File: config.mk
export PLATFORM = sky130hd
export DESIGN_NAME = sdram_init_seq
export DESIGN_NICKNAME = d
export VERILOG_FILES = /design/src/rtl/sdram_init_pkg.sv /design/src/rtl/init_timer.sv /design/src/rtl/init_fsm.sv /design/src/rtl/cmd_outreg.sv /design/src/rtl/sdram_init_seq.sv
export SDC_FILE = /design/constraint.sdc
export NUM_CORES = 1
export LEC_CHECK = 0
export BUFFER_PORTS_ARGS = -buffer_cell sky130_fd_sc_hd__buf_2
export CORE_MARGIN = 4
export CORE_UTILIZATION = 49
export DETAILED_ROUTE_END_ITERATION = 7
export PLACE_DENSITY = 0.85
export SLEW_MARGIN = 20
export SYNTH_ARGS = -nofsm -noshare
export SYNTH_HDL_FRONTEND = slang
export SYNTH_HIERARCHICAL = 1
export SYNTH_SLANG_ARGS = --single-unit
File: constraint.sdc
create_clock -name clk -period 1.95 [get_ports clk]
set_clock_uncertainty 0.05 [all_clocks]
set_input_delay 0 -clock clk [delete_from_list [all_inputs] [get_ports clk]]
set_output_delay 0 -clock clk [all_outputs]
set_load 0.05 [all_outputs]
File: src/rtl/sdram_init_pkg.sv
package sdram_init_pkg;

    // {cs_n, ras_n, cas_n, we_n}
    typedef enum logic [3:0] {
        CMD_LMR = 4'b0000,
        CMD_REF = 4'b0001,
        CMD_PRE = 4'b0010,
        CMD_NOP = 4'b0111,
        CMD_INH = 4'b1111
    } cmd_e;

    typedef enum logic [3:0] {
        ST_QUIET,
        ST_PRE,
        ST_WAIT_RP,
        ST_REF_A,
        ST_WAIT_RFC_A,
        ST_REF_B,
        ST_WAIT_RFC_B,
        ST_LMR,
        ST_WAIT_MRD,
        ST_READY
    } step_e;

    typedef struct packed {
        logic cke;
        cmd_e cmd;
        logic done;
    } ctl_t;

    localparam int ALL_BANKS_BIT = 10;

    function automatic int us_to_cycles(input int us, input int mhz);
        return us * mhz;
    endfunction

    // Gap of t edges between commands: one command cycle plus (load+1) wait cycles.
    function automatic int gap_load(input int t);
        return (t > 2) ? t - 2 : 0;
    endfunction

    function automatic int max_of(input int a, input int b);
        return (a > b) ? a : b;
    endfunction

endpackage

File: src/rtl/init_timer.sv
module init_timer #(
    parameter int W    = 8,
    parameter int INIT = 10
) (
    input  logic         clk,
    input  logic         rst,
    input  logic         load,
    input  logic [W-1:0] load_val,
    output logic         zero,
    output logic [W-1:0] count
);

    always_ff @(posedge clk) begin
        if (rst)
            count <= W'(INIT);
        else if (load)
            count <= load_val;
        else if (count != '0)
            count <= count - 1'b1;
    end

    assign zero = (count == '0);


    timer_step_chk: assert property (@(posedge clk) disable iff (rst)
        (!load && !zero) |=> (count == $past(count) - 1'b1));


    timer_hold_chk: assert property (@(posedge clk) disable iff (rst)
        (!load && zero) |=> zero);

endmodule

File: src/rtl/init_fsm.sv
module init_fsm
    import sdram_init_pkg::*;
#(
    parameter int REFRESH_FIRST = 1,
    parameter int CW            = 8,
    parameter int HALF          = 5,
    parameter int T_RP          = 3,
    parameter int T_RFC         = 10,
    parameter int T_MRD         = 2,
    parameter int ADDR_W        = 13
) (
    input  logic              clk,
    input  logic              rst,
    input  logic              tmr_zero,
    input  logic [CW-1:0]     tmr_count,
    input  logic [ADDR_W-1:0] mode_val,
    output logic              tmr_load,
    output logic [CW-1:0]     tmr_val,
    output ctl_t              nxt_ctl,
    output logic [ADDR_W-1:0] nxt_addr
);

    localparam logic [CW-1:0] LD_RP  = CW'(gap_load(T_RP));
    localparam logic [CW-1:0] LD_RFC = CW'(gap_load(T_RFC));
    localparam logic [CW-1:0] LD_MRD = CW'(gap_load(T_MRD));
    localparam logic [CW-1:0] CKE_AT = CW'(HALF);

    step_e state, st_n;

    always_ff @(posedge clk) begin
        if (rst) state <= ST_QUIET;
        else     state <= st_n;
    end

    always_comb begin
        st_n     = state;
        nxt_ctl  = '{cke: 1'b1, cmd: CMD_NOP, done: 1'b0};
        nxt_addr = '0;
        tmr_load = 1'b0;
        tmr_val  = '0;
        case (state)
            ST_QUIET: begin
                nxt_ctl.cke = (tmr_count <= CKE_AT);
                if (tmr_zero) st_n = ST_PRE;
            end
            ST_PRE: begin
                nxt_ctl.cmd             = CMD_PRE;
                nxt_addr[ALL_BANKS_BIT] = 1'b1;
                tmr_load                = 1'b1;
                tmr_val                 = LD_RP;
                st_n                    = ST_WAIT_RP;
            end
            ST_WAIT_RP: begin
                if (tmr_zero) begin
                    if (REFRESH_FIRST != 0) st_n = ST_REF_A;
                    else                    st_n = ST_LMR;
                end
            end
            ST_REF_A: begin
                nxt_ctl.cmd = CMD_REF;
                tmr_load    = 1'b1;
                tmr_val     = LD_RFC;
                st_n        = ST_WAIT_RFC_A;
            end
            ST_WAIT_RFC_A: begin
                if (tmr_zero) st_n = ST_REF_B;
            end
            ST_REF_B: begin
                nxt_ctl.cmd = CMD_REF;
                tmr_load    = 1'b1;
                tmr_val     = LD_RFC;
                st_n        = ST_WAIT_RFC_B;
            end
            ST_WAIT_RFC_B: begin
                if (tmr_zero) begin
                    if (REFRESH_FIRST != 0) st_n = ST_LMR;
                    else                    st_n = ST_READY;
                end
            end
            ST_LMR: begin
                nxt_ctl.cmd = CMD_LMR;
                nxt_addr    = mode_val;
                tmr_load    = 1'b1;
                tmr_val     = LD_MRD;
                st_n        = ST_WAIT_MRD;
            end
            ST_WAIT_MRD: begin
                if (tmr_zero) begin
                    if (REFRESH_FIRST != 0) st_n = ST_READY;
                    else                    st_n = ST_REF_A;
                end
            end
            ST_READY: begin
                nxt_ctl.done = 1'b1;
            end
            default: st_n = ST_QUIET;
        endcase
    end


    ready_sticky_chk: assert property (@(posedge clk) disable iff (rst)
        (state == ST_READY) |=> (state == ST_READY));


    wait_exit_chk: assert property (@(posedge clk) disable iff (rst)
        ((state == ST_WAIT_RP || state == ST_WAIT_RFC_A || state == ST_WAIT_RFC_B
          || state == ST_WAIT_MRD) && tmr_zero) |=> (state != $past(state)));


    quiet_exit_chk: assert property (@(posedge clk) disable iff (rst)
        (state == ST_QUIET && tmr_zero) |=> (state == ST_PRE));

endmodule

File: src/rtl/cmd_outreg.sv
module cmd_outreg
    import sdram_init_pkg::*;
#(
    parameter int ADDR_W = 13,
    parameter int BA_W   = 2
) (
    input  logic              clk,
    input  logic              rst,
    input  ctl_t              nxt_ctl,
    input  logic [ADDR_W-1:0] nxt_addr,
    output logic              cke,
    output logic [3:0]        cmd_n,
    output logic [ADDR_W-1:0] addr,
    output logic [BA_W-1:0]   ba,
    output logic              done
);

    always_ff @(posedge clk) begin
        if (rst) begin
            cke   <= 1'b0;
            cmd_n <= CMD_INH;
            addr  <= '0;
            ba    <= '0;
            done  <= 1'b0;
        end else begin
            cke   <= nxt_ctl.cke;
            cmd_n <= nxt_ctl.cmd;
            addr  <= nxt_addr;
            ba    <= '0;
            done  <= nxt_ctl.done;
        end
    end


    cke_low_quiet_chk: assert property (@(posedge clk) disable iff (rst)
        !cke |-> (cmd_n == CMD_NOP || cmd_n == CMD_INH));


    pre_all_banks_chk: assert property (@(posedge clk) disable iff (rst)
        (cmd_n == CMD_PRE) |-> addr[ALL_BANKS_BIT]);


    done_sticky_chk: assert property (@(posedge clk) disable iff (rst)
        done |=> done);


    done_only_nop_chk: assert property (@(posedge clk) disable iff (rst)
        done |-> (cmd_n == CMD_NOP));

endmodule

File: src/rtl/sdram_init_seq.sv
module sdram_init_seq
    import sdram_init_pkg::*;
#(
    parameter int CLK_MHZ       = 200,
    parameter int STABLE_US     = 100,
    parameter int T_RP          = 3,
    parameter int T_RFC         = 10,
    parameter int T_MRD         = 2,
    parameter int REFRESH_FIRST = 1,
    parameter int ADDR_W        = 13,
    parameter int BA_W          = 2
) (
    input  logic              clk,
    input  logic              rst,
    input  logic [ADDR_W-1:0] mode_val,
    output logic              cke,
    output logic [3:0]        cmd_n,
    output logic [ADDR_W-1:0] addr,
    output logic [BA_W-1:0]   ba,
    output logic              init_done
);

    localparam int STABLE_CYC = us_to_cycles(STABLE_US, CLK_MHZ);
    localparam int HALF       = STABLE_CYC / 2;
    localparam int MAX_LOAD   = max_of(STABLE_CYC, max_of(T_RP, max_of(T_RFC, T_MRD)));
    localparam int CW         = $clog2(MAX_LOAD + 1);

    logic              tmr_zero;
    logic              tmr_load;
    logic [CW-1:0]     tmr_count;
    logic [CW-1:0]     tmr_val;
    ctl_t              nxt_ctl;
    logic [ADDR_W-1:0] nxt_addr;

    init_timer #(
        .W    (CW),
        .INIT (STABLE_CYC - 1)
    ) u_timer (
        .clk      (clk),
        .rst      (rst),
        .load     (tmr_load),
        .load_val (tmr_val),
        .zero     (tmr_zero),
        .count    (tmr_count)
    );

    init_fsm #(
        .REFRESH_FIRST (REFRESH_FIRST),
        .CW            (CW),
        .HALF          (HALF),
        .T_RP          (T_RP),
        .T_RFC         (T_RFC),
        .T_MRD         (T_MRD),
        .ADDR_W        (ADDR_W)
    ) u_fsm (
        .clk       (clk),
        .rst       (rst),
        .tmr_zero  (tmr_zero),
        .tmr_count (tmr_count),
        .mode_val  (mode_val),
        .tmr_load  (tmr_load),
        .tmr_val   (tmr_val),
        .nxt_ctl   (nxt_ctl),
        .nxt_addr  (nxt_addr)
    );

    cmd_outreg #(
        .ADDR_W (ADDR_W),
        .BA_W   (BA_W)
    ) u_out (
        .clk      (clk),
        .rst      (rst),
        .nxt_ctl  (nxt_ctl),
        .nxt_addr (nxt_addr),
        .cke      (cke),
        .cmd_n    (cmd_n),
        .addr     (addr),
        .ba       (ba),
        .done     (init_done)
    );


    done_needs_cke_chk: assert property (@(posedge clk) disable iff (rst)
        init_done |-> cke);


    cke_stays_chk: assert property (@(posedge clk) disable iff (rst)
        cke |=> cke);

endmodule

After elaboration in Yosys (flattened, before gate mapping)
Index checks and enable logic that the tools add are counted.
{"block": "classes", "add_sub_neg": 1, "multipliers": 0, "n_div": 0, "order_cmp": 1, "eq_ne": 14, "shift": 0, "muxes": 14, "bitwise": 2, "n_reduce_logical": 8}
{"cell": "$pmux W4 S10", "n": 1}
{"cell": "$mux W15", "n": 2}
{"cell": "$mux W4", "n": 5}
{"cell": "$eq A4 B3 Y1 const B", "n": 4}
{"cell": "$le A15 B14 Y1 const B", "n": 1}
{"cell": "$logic_not A15 Y1", "n": 1}
{"cell": "$reduce_bool A15 Y1", "n": 1}
{"cell": "$sub A15 B1 Y15 const B", "n": 1}
{"cell": "$ne A2 B2 Y1 const B", "n": 5}
{"cell": "$pmux W3 S3", "n": 1}
{"cell": "$eq A4 B2 Y1 const B", "n": 2}
{"cell": "$eq A4 B4 Y1 const B", "n": 2}
{"cell": "$pmux W4 S2", "n": 1}
{"cell": "$reduce_and A6 Y1", "n": 1}
{"cell": "$eq A4 B1 Y1 const B", "n": 1}
{"cell": "$logic_not A4 Y1", "n": 1}
{"cell": "$reduce_or A2 Y1", "n": 2}
{"cell": "$reduce_or A4 Y1", "n": 1}
{"cell": "$mux W1", "n": 3}
{"cell": "$not A1 Y1", "n": 2}
{"cell": "$pmux W1 S2", "n": 1}
{"cell": "$reduce_bool A2 Y1", "n": 1}
{"block": "totals", "reg_bits": 38, "latchBits": 0, "ramBits": 0, "rom_bits": 0, "inputBits": 15, "output_inout_bits": 21, "n_memories": 0}

Longest topological paths before layout
{"block": "depth", "depth_word": 4, "ltp_mapped": 7, "depth_no_buf": 6}

Cells and area by module
The synthesis kept the hierarchy.
{"module": "init_timer", "instances": 1, "cells_each": 110, "area_per_inst_um2": 878.3}
{"module": "cmd_outreg", "instances": 1, "cells_each": 42, "area_per_inst_um2": 540.5}
{"module": "init_fsm", "instances": 1, "cells_each": 63, "area_per_inst_um2": 460.4}

Least setup slack after synthesis
OpenSTA, ideal clock, no wires.
{"block": "synth_timing", "kind": "reg-to-reg", "from": "register u_timer.count[0]", "to": "register u_timer.count[8]", "arrival_time_ns": 1.795, "setup_slack_ns": 0.038, "stages_incl_launch_ff": 7, "n_path_buf": 0, "period_less_slack_ns": 1.912, "path_cell_list": "dfxtp_1 -> inv_1 -> ha_1 -> or4b_4 -> or3_1 -> a211o_1 -> a21oi_2"}
{"block": "synth_via", "elab_chain_len": 3}
{"element": "from (decl)", "line": "init_timer.sv:10", "source": "output logic [W-1:0] count"}
{"element": "from (signal assigned)", "line": "init_timer.sv:15", "source": "count <= W'(INIT);"}
{"element": "from (signal assigned)", "line": "init_timer.sv:17", "source": "count <= load_val;"}
{"element": "from (signal assigned)", "line": "init_timer.sv:19", "source": "count <= count - 1'b1;"}
{"element": "$sub A15 B1 Y15", "line": "init_timer.sv:19"}
{"element": "$mux W15", "line": "init_timer.sv:18", "source": "else if (count != '0)"}
{"element": "$mux W15", "line": "init_timer.sv:16", "source": "else if (load)"}
Parallel ways exist; a longest one is shown, timed or not. The select of a mux whose other input is x is not followed.
A chain may end at the register's enable or synchronous reset.

Worst setup path in the final report
Ends and elaborated chain as after synthesis.

==> metrics.cfg <==
[grt]
grt_max_degree=40
antenna_found_initial=0
grt_usage=0.171
grt_pass1_vias=1527
grt_overflow=0
grt_use_met1=0.214
grt_pass1_wl_um=6850
grt_util_met2=0.274
busiest_layer=met2
met3_usage=0.0403

[setup_path]
crit_family=simple AND/OR/NAND/NOR gates
worstReg2RegEnd=u_timer/count[8]$_SDFFE_PP0P_
max_stage_delay_ns=0.46
crit_start=u_timer/count[0]$_SDFFE_PP1P_
worstSetupEndpointType=flop
critPathMaxFanout=4
crit_path_top_delay_cell=or4b_4
critPathBufInv=1
required_ns=2.12
rrSetupSlack_ns=0.05
critical_path_class=flop to flop
cp-start-kind=flop
cp.depth=6
crit_chain=inv_2, ha_4, or4b_4, or3_1, a211o_1, a21oi_2
reg2reg_depth=6
crit_path_end=u_timer/count[8]$_SDFFE_PP0P_
worstPathArrival_ns=2.07
r2r-start=u_timer/count[0]$_SDFFE_PP1P_

[placement]
gp_congestion=0.854
place_hpwl_um=2600
dpl.cell_count=295
port-buffer-count=33
dpl_cell_area_mm2=0.00205

[timing]
slew_viol_final=0
worstMarginPinSlew_ns=0.645
slew-limit-headroom=0.570
period_share=0.974
setup_violations=0
finalCriticalPeriod_ns=1.90
fmax_ghz=0.527
final-hold-violation-count=0

[layout]
drive_gt1_frac=0.255
n_antenna_cell=0
nNetsFinal=286
synthToLayoutAreaGrowth_pct=27.4
fin_cells=319
final.fill_count=312
fin_area_mm2=0.00239

[drt]
wl_um=4240
avgViaCountPerCell=5.15
drc=0
firstDrtPassIters=4
drt_iter0_markers=127
drt.antenna.violating_nets=0
vias=1643
wire_per_inst_um=13.3

[clock_network]
clock_path_buffers=2
clock_latency_ns=0.29
cts_made_buffers=5
root_buffer=clkbuf_8
cts_tree=yes
htreeDepth=2
cts_sinks=38
clk_pin_slew_worst_paths_ns=0.07

[yosys]
netlist_instances=215
avgSynthCellArea_um2=8.74
yosysWarnings=6
postSynth.asyncResetShare=0
ys.flop_type=dfxtp_1
synth_edf_count=0
ys_types=50
ys_ff_latch=38
ys_seq_area_frac=0.405
netlist_area_mm2=0.00188

[run]
cap_viol_max_count=0

[pwr]
ir_worst_vdd_mv=0.377
p_leak_nw=1.01
p_per_area_mw_per_mm2=717
p_total_mw=1.72

[die]
fp.dieH_um=69.9
ioPinCount=36
num_rows=22
core_mm2=0.00369
dieArea_mm2=0.00489
start_util=0.509
fp.dieW_um=69.9

[min_path]
min_path_type=input port to flop

[outcome]
status=complete, no violations

state kept, by name (all words and copies together), names as in the netlist:
name	cells
u_timer/count	15
u_out/addr	13
u_fsm/state	4
u_out/cmd_n	4
u_out/cke	1
u_out/done	1
report_power, final:
part           switching [mW]  internal (mW)
Sequential            0.00591          0.783
Combinational          0.0528         0.0544
Clock                   0.274          0.545
Total                   0.333           1.38
cells in the mapped netlist (3+ instances only):
master / count / share of area
xnor2_1: 4 / 0.019
nor2_1: 15 / 0.030
nand2b_1: 3 / 0.010
nand3_1: 8 / 0.021
and2_1: 12 / 0.040
nor2b_1: 6 / 0.020
nor3_1: 10 / 0.027
o31ai_1: 3 / 0.012
and2b_1: 9 / 0.036
nand2_1: 8 / 0.016
buf_4: 16 / 0.064
a31oi_1: 3 / 0.010
or4_1: 3 / 0.012
or3_1: 5 / 0.017
or2_1: 4 / 0.013
clkbuf_1: 3 / 0.0060
dfxtp_1: 38 / 0.40
inv_1: 8 / 0.016
o21ai_0: 9 / 0.024
a21oi_1: 10 / 0.027
per-layer routing:
| metal | up-vias | wire length [um] | part of all wire |
|---|---|---|---|
| met5 | - | 0 | 0 |
| met4 | 0 | 91 | 0.021 |
| met3 | 10 | 282 | 0.067 |
| met2 | 50 | 2020 | 0.48 |
| met1 | 749 | 1850 | 0.44 |
| li1 | 834 | - | - |
cells in the final DEF (no fill, tap or decap), types with 3 or more instances in the layout:
cell	Yosys	routed
o21ai_0	9	9
or3_1	5	5
buf_4	16	12
a31oi_1	3	3
buf_2	2	33
inv_1	8	6
dlygate4sd3_1	0	12
nand3_1	8	7
nor3_1	10	10
nand2_1	8	8
and2_1	12	12
and2b_1	9	9
a21oi_1	10	10
dfxtp_1	38	36
nor2b_1	6	6
conb_1	2	16
nor2_1	15	15
xnor2_1	4	4
o31ai_1	3	3
clkbuf_8	0	6
nand2b_1	3	3
or4_1	3	3
or2_1	4	4
worst reg2reg max path: stages, from the launching register on:
cell     delay (ns)
dfxtp_2        0.33
inv_2          0.07
ha_4           0.15
or4b_4         0.46
or3_1          0.38
a211o_1        0.28
a21oi_2        0.12
worst min-delay path by stage:
| stage | from | end | cells after the start |
|---|---|---|---|
| finish | mode_val[10] | u_out/addr[10]$_SDFF_PP0_ | 4 |
| detailed placement | mode_val[12] | u_out/addr[12]$_SDFF_PP0_ | 3 |
| floorplan | rst | u_fsm/state[3]$_SDFFE_PP0P_ | 1 |
| CTS | mode_val[10] | u_out/addr[10]$_SDFF_PP0_ | 4 |
| global route | mode_val[10] | u_out/addr[10]$_SDFF_PP0_ | 4 |
| global placement | mode_val[5] | u_out/addr[5]$_SDFF_PP0_ | 3 |
what timing repair did:
item	4_1_cts	5_1_grt
cloned	0	0
buffers inserted	0	4
pin swaps	1	4
resized for setup	4	7
hold endpoints to repair	12	0
hold buffers	12	0
setup endpoints to repair	2	8
stage by stage:
| stage | setup slack [ns] | util | hold slack [ns] | TNS [ns] |
|---|---|---|---|---|
| detailed placement | -0.0416 | 0.557 | 0.261 | -0.0497 |
| global route | -0.00657 | 0.649 | 0.0920 | -0.00657 |
| floorplan | 0.0376 | - | 0.0224 | 0 |
| global placement | 0.0294 | 0.557 | 0.254 | 0 |
| finish | 0.0514 | 0.649 | 0.0539 | 0 |
| CTS | 0.0121 | 0.631 | 0.0423 | 0 |
final cells by class:
type                            instances  area [um^2]  share of cell area
Clock buffer                            6         82.6              0.0345
Timing Repair Buffer                   57          375               0.157
Multi-Input combinational cell        160         1020               0.427
Tap cell                               48         60.1              0.0251
Clock inverter                          2         60.1              0.0251
Sequential cell                        38          763               0.319
Inverter                                8         30.0              0.0125
cells by family (layout without fill, tap and decap cells):
family                     Yosys count  after routing  share of synthesized area
and+or+nand+nor                     93             93                      0.290
adders and majority gates            1              1                    0.00666
muxes                                3              3                     0.0166
other                                2             16                    0.00400
DFF                                 38             38                      0.405
AOI/OAI and AO/OA                   42             42                      0.151
xor gates and xnor gates             5              5                     0.0233
buffers and inverters               31             73                      0.103
(Power assumes the default switching activity.)
